[src/rtl/disp_pkg.sv]
package disp_pkg;
  // a strictly precedes b in issue order: popcount first, then row index
  function automatic logic key_before(input logic [15:0] pop_a, input logic [15:0] row_a,
                                      input logic [15:0] pop_b, input logic [15:0] row_b);
    return (pop_a < pop_b) || ((pop_a == pop_b) && (row_a < row_b));
  endfunction
endpackage

[src/rtl/pp_select.sv]
module pp_select (
  input  logic clk,
  input  logic rst_n,
  input  logic flip,
  output logic sel
);
  always_ff @(posedge clk or negedge rst_n) begin
    if (!rst_n)    sel <= 1'b0;
    else if (flip) sel <= ~sel;
  end
endmodule

[src/rtl/sort_bank.sv]
module sort_bank import disp_pkg::*; #(
  parameter int ROWS  = 8,
  parameter int ROW_W = 3,
  parameter int POP_W = 5,
  parameter int TW    = 28
) (
  input  logic          clk,
  input  logic          rst_n,
  input  logic          wr_en,
  input  logic [TW-1:0] wr_task,
  input  logic          rd_en,
  output logic          can_write,
  output logic          can_read,
  output logic          fill_final,
  output logic [TW-1:0] rd_task,
  output logic          rd_last
);
  localparam int CNT_W = $clog2(ROWS + 1);

  logic [TW-1:0]    slot [ROWS];
  logic [CNT_W-1:0] fill_cnt;
  logic [ROW_W-1:0] rd_ptr;
  logic             draining;
  logic [ROWS-1:0]  after_new;   // occupied slot whose key follows the new record
  logic [TW-1:0]    slot_nxt [ROWS];

  assign can_write  = !draining;
  assign can_read   = draining;
  assign fill_final = (fill_cnt == CNT_W'(ROWS - 1));
  assign rd_task    = slot[rd_ptr];
  assign rd_last    = (rd_ptr == ROW_W'(ROWS - 1));

  for (genvar i = 0; i < ROWS; i++) begin : g_slot
    assign after_new[i] = (CNT_W'(i) < fill_cnt) &&
      key_before(16'(wr_task[POP_W-1:0]), 16'(wr_task[TW-1 -: ROW_W]),
                 16'(slot[i][POP_W-1:0]), 16'(slot[i][TW-1 -: ROW_W]));
    if (i == 0) begin : g_head
      assign slot_nxt[i] = (after_new[0] || fill_cnt == '0) ? wr_task : slot[0];
    end else begin : g_body
      logic take_prev, ins_here;
      assign take_prev   = after_new[i-1];
      assign ins_here    = (after_new[i] || (fill_cnt == CNT_W'(i))) && !after_new[i-1];
      assign slot_nxt[i] = take_prev ? slot[i-1] : (ins_here ? wr_task : slot[i]);
    end
    always_ff @(posedge clk) begin
      if (wr_en && !draining) slot[i] <= slot_nxt[i];
    end
  end

  always_ff @(posedge clk or negedge rst_n) begin
    if (!rst_n) begin
      fill_cnt <= '0;
      rd_ptr   <= '0;
      draining <= 1'b0;
    end else if (!draining) begin
      if (wr_en) begin
        fill_cnt <= fill_cnt + 1'b1;
        if (fill_final) begin
          draining <= 1'b1;
          rd_ptr   <= '0;
        end
      end
    end else if (rd_en) begin
      if (rd_last) begin
        draining <= 1'b0;
        fill_cnt <= '0;
      end else begin
        rd_ptr <= rd_ptr + 1'b1;
      end
    end
  end
endmodule

[src/rtl/row_dispatcher.sv]
module row_dispatcher #(
  parameter int ROWS   = 8,
  parameter int MASK_W = 16
) (
  input  logic                         clk,
  input  logic                         rst_n,
  input  logic                         in_valid,
  output logic                         in_ready,
  input  logic [$clog2(ROWS)-1:0]      in_row,
  input  logic                         in_pfx_vld,
  input  logic [$clog2(ROWS)-1:0]      in_pfx_idx,
  input  logic [MASK_W-1:0]            in_mask,
  input  logic [$clog2(MASK_W+1)-1:0]  in_pop,
  output logic                         out_valid,
  input  logic                         out_ready,
  output logic [$clog2(ROWS)-1:0]      out_row,
  output logic                         out_pfx_vld,
  output logic [$clog2(ROWS)-1:0]      out_pfx_idx,
  output logic [MASK_W-1:0]            out_mask,
  output logic [$clog2(MASK_W+1)-1:0]  out_pop,
  output logic                         out_last
);
  localparam int ROW_W = $clog2(ROWS);
  localparam int POP_W = $clog2(MASK_W + 1);
  localparam int TW    = 2 * ROW_W + 1 + MASK_W + POP_W;

  // named internal events, observed by the checker
  logic          wsel, rsel;
  logic          wr_fire, rd_fire;
  logic [1:0]    bank_cw, bank_cr, bank_ff, bank_last;
  logic [TW-1:0] bank_task [2];
  logic [TW-1:0] in_task, out_task;

  assign in_task  = {in_row, in_pfx_vld, in_pfx_idx, in_mask, in_pop};
  assign in_ready = bank_cw[wsel];
  assign wr_fire  = in_valid && in_ready;
  assign out_valid = bank_cr[rsel];
  assign rd_fire  = out_valid && out_ready;
  assign out_task = bank_task[rsel];
  assign {out_row, out_pfx_vld, out_pfx_idx, out_mask, out_pop} = out_task;
  assign out_last = out_valid && bank_last[rsel];

  for (genvar b = 0; b < 2; b++) begin : g_bank
    sort_bank #(.ROWS(ROWS), .ROW_W(ROW_W), .POP_W(POP_W), .TW(TW)) u_bank (
      .clk        (clk),
      .rst_n      (rst_n),
      .wr_en      (wr_fire && (wsel == b[0])),
      .wr_task    (in_task),
      .rd_en      (rd_fire && (rsel == b[0])),
      .can_write  (bank_cw[b]),
      .can_read   (bank_cr[b]),
      .fill_final (bank_ff[b]),
      .rd_task    (bank_task[b]),
      .rd_last    (bank_last[b])
    );
  end

  pp_select u_wsel (.clk(clk), .rst_n(rst_n), .flip(wr_fire && bank_ff[wsel]), .sel(wsel));
  pp_select u_rsel (.clk(clk), .rst_n(rst_n), .flip(rd_fire && bank_last[rsel]), .sel(rsel));
endmodule

[config.mk]
export PLATFORM = sky130hd
export DESIGN_NAME = row_dispatcher
export DESIGN_NICKNAME = d
export VERILOG_FILES = /design/src/rtl/disp_pkg.sv /design/src/rtl/pp_select.sv /design/src/rtl/sort_bank.sv /design/src/rtl/row_dispatcher.sv
export SDC_FILE = /design/constraint.sdc
export NUM_CORES = 1
export LEC_CHECK = 0
export ABC_AREA = 1
export BUFFER_PORTS_ARGS = -buffer_cell sky130_fd_sc_hd__buf_2
export CAP_MARGIN = 40
export CORE_MARGIN = 3
export CORE_UTILIZATION = 60
export DETAILED_ROUTE_END_ITERATION = 8
export MAX_ROUTING_LAYER = met4
export PLACE_DENSITY = 0.77
export SLEW_MARGIN = 20
export SYNTH_ARGS = -nofsm -noshare
export SYNTH_HDL_FRONTEND = slang
export SYNTH_HIERARCHICAL = 1
export SYNTH_SLANG_ARGS = --single-unit
export TNS_END_PERCENT = 20
[constraint.sdc]
create_clock -name clk -period 4.9 [get_ports clk]
set_input_delay 0.245 -clock clk [delete_from_list [all_inputs] [get_ports clk]]
set_output_delay 0.245 -clock clk [all_outputs]
set_load 0.02 [all_outputs]
==> flow_metrics.tcl <==
set metrics [dict create \
    status "completed" \
    p_sw_w 0.006025 \
    crit_arrival_ns 3.13 \
    finClkSkew_ns 0.01686 \
    yosysWarningCount 6 \
    startpoint_type "flip-flop" \
    grt_max_degree 93 \
    muxShareOfSynthArea_pct 0 \
    first_pass_iters 6 \
    p_per_area_nw_per_um2 494.1 \
    wl_um 78160 \
    yosys.area_share.simple_pct 18.88 \
    drc 0 \
    yosysTopAreaCell "edfxtp_1" \
    cp_max_fo 44 \
    final_cell_area_um2 29550 \
    finalNetCount 3409 \
    cellInternalPower_w 0.008579 \
    fin_crit_ns 3.370 \
    swShare_pct 41.25 \
    end_kind "output pin" \
    tightest_slew_ns 0.8312 \
    seqPwrFrac_pct 34.4 \
    design_power_total_w 0.01460 \
    dpl.hpwl_um 51190 \
    synth.distinct_cells 33 \
    synthTopCellsByCount "968 x nand2_1, 448 x edfxtp_1, 394 x inv_1, 378 x o21ai_0, 228 x a21oi_1" \
    holdWs_ns 0.05352 \
    worstPathCellList "inv_2 -> buf_12 -> buf_4 -> nor2_1 -> o21ai_0 -> a21oi_1 -> a31oi_1 -> nand2_1 -> nand2_1 -> buf_2" \
    required_ns 4.66 \
    cts.reportedPaths.clkPinSlew_ns 0.06 \
    routedWlPerCell_um 20.10 \
    die-width_um 219.7 \
    async_reset_ff_share_pct 3.863 \
    drv_slew 0 \
    tritoncts "built" \
    comb_power_share_pct 40.4 \
    detail_route.vias_per_cell 6.066 \
    finalCritPeriodShare_pct 68.78 \
    maxSlewHeadroom_pct 44.59 \
    fp.dieArea_um2 48250 \
    cts_setup_buffers 0 \
    synth-xor-area-share_pct 0 \
    synth_compound_area_share_pct 15.36 \
    max_freq_ghz 0.2967 \
    setup_tns_ns 0 \
    synth_adder_area_share_pct 5.573 \
    ys.flop_type "edfxtp_1" \
    setup_violations 0 \
    htreeDepth 2 \
    overflow 0 \
    cts-root-buf "clkbuf_16" \
    die_h_um 219.7 \
    synth_area_per_cell_um2 8.389 \
    placed_area_um2 27890 \
    synth-seq-cells 466 \
    core_um2 44700 \
    first_iter_violations 3329 \
    cts_made_buffers 51 \
    holdBufCountCts 1 \
    numPortBuffers 62 \
    vias 23590 \
    peakVddDrop_mv 0.3272 \
    synth_top_family_by_area "simple AND/OR/NAND/NOR gates" \
    min_path_type "in2reg" \
    finalHoldViolCount 0 \
    ctsResizeCount 0 \
    antenna_left 0 \
    path_delay_family "buffers and inverters" \
    grt_pass1_vias 22310 \
    gp_congestion 0.9428 \
    insertion_delay_ns 0.60 \
    synth.top_cell.area_share_pct 49.11 \
    antenna_found_initial 1 \
    clk_path_buf_depth 3 \
    synth_area_leaders "edfxtp_1 49%, nand2_1 13%, o21ai_0 6.9%" \
    p_clk_share_pct 25.2 \
    seq_area_frac_synth_pct 50.76 \
    cts.sink_count 466 \
    io_pins 63 \
    syn_area_um2 27390 \
    critPathMaxStageDelay_ns 0.59 \
    rows 77 \
    grt_usage_pct 33.08 \
    leakagePower_nw 13.05 \
    start_util_pct 61.27 \
    slowest_stage "dfrtp_4" \
    cp_common_cell "nand2_1" \
    yosysMostFrequentCell "nand2_1" \
    synth_cells 3265 \
    criticalPathCategory "reg2out" \
    worst-path-buf-inv 4 \
    layout-drive-gt1-share_pct 7.436 \
    rsz0062_at_grt "false" \
    maxCapViolCount 0 \
    syn_nets 3419 \
    synth_enable_flop_cells 448 \
    area_delta_synth_final_pct 7.893 \
    grt_pass1_wl_um 121800 \
    setup_slack_ns 1.530 \
    dp_slack_ns 1.340 \
]
## per-layer routing
layer | part of all wire [%] | GRT usage [%] | wire length (um) | vias to the layer above
met4 | 3.4 | 12.21 | 2684 | 0
met1 | 38 | 43.80 | 30050 | 10950
met3 | 11 | 5.185 | 8977 | 220
li1 | - | - | - | 10940
met2 | 47 | 52.14 | 36450 | 1474
met5 | 0 | - | 0 | -
## flip-flops by register name, summed over array words and instances, names as in the netlist
signal,cells
u_rsel/sel,1
g_bank.u_bank/slot,448
u_wsel/sel,1
g_bank.u_bank/fill_cnt,8
g_bank.u_bank/can_read,2
g_bank.u_bank/rd_ptr,6
## through the flow
stage	cells	utilization, %
after floorplan	3265	-
after global placement	3787	62.29
after detailed placement	3789	62.39
after CTS	3883	65.92
after global routing	3888	66.11
final	3888	66.11
## tightest hold or removal path: cells and delay by family
kind | cells | cell delay [ns]
AND/OR/NAND/NOR | 4 | 0.26
buffers and inverters | 1 | 0.11
## path summary, 6_finish.rpt
| check | start | cells past startpoint | slack [ns] | end |
|---|---|---|---|---|
| min reg2reg | g_bank[1].u_bank/slot[3][17] | 2 | 0.57 | g_bank[1].u_bank/slot[4][17] |
| min | out_ready | 5 | 0.05 | u_rsel/sel |
| max reg2reg | g_bank[1].u_bank/slot[0][2] | 11 | 1.77 | g_bank[1].u_bank/slot[1][1] |
| min in group asynchronous | rst_n | 2 | 0.17 | g_bank[0].u_bank/fill_cnt[1] |
| max | g_bank[0].u_bank/rd_ptr[0] | 10 | 1.53 | out_mask[0] |
| max in group asynchronous | rst_n | 2 | 4.35 | g_bank[1].u_bank/rd_ptr[0] |
## kinds of logic after synthesis
logic type               after synthesis
flip-flops                           466
adder cells (fa/ha/maj)              122
AO/OA/AOI/OAI                        795
AND/OR/NAND/NOR                     1289
buffers and inverters                593
## power groups by stage
stage | sequential, W | combinational (W) | clock, W
final | 0.00502 | 0.00590 | 0.00368
after global routing | 0.00504 | 0.00645 | 0.00387
after CTS | 0.00504 | 0.00568 | 0.00372
after detailed placement | 0.00512 | 0.00564 | 0
after global placement | 0.00512 | 0.00543 | 0
after floorplan | 0.00501 | 0.00418 | 0
## final cells by class
class,count,area (um2)
clock buffer,63,1343
clock inverter,30,226.5
tap,592,740.7
multi-input combinational,2206,10910
antenna,1,2.502
sequential,466,13910
inverter,404,1516
fill,3619,15150
timing repair buffer,126,898.4
## cells in the final DEF (no fill, tap or decap), types with 62 or more instances in the layout
master / Yosys / routed
inv_1: 394 / 392
ha_1: 122 / 122
nand2_1: 968 / 966
edfxtp_1: 448 / 448
o21ai_0: 378 / 378
o21ai_1: 82 / 81
buf_2: 58 / 62
nor2_1: 103 / 103
nand3_1: 185 / 185
a21oi_1: 228 / 228
Note: power is estimated with default switching activity, not from simulation.
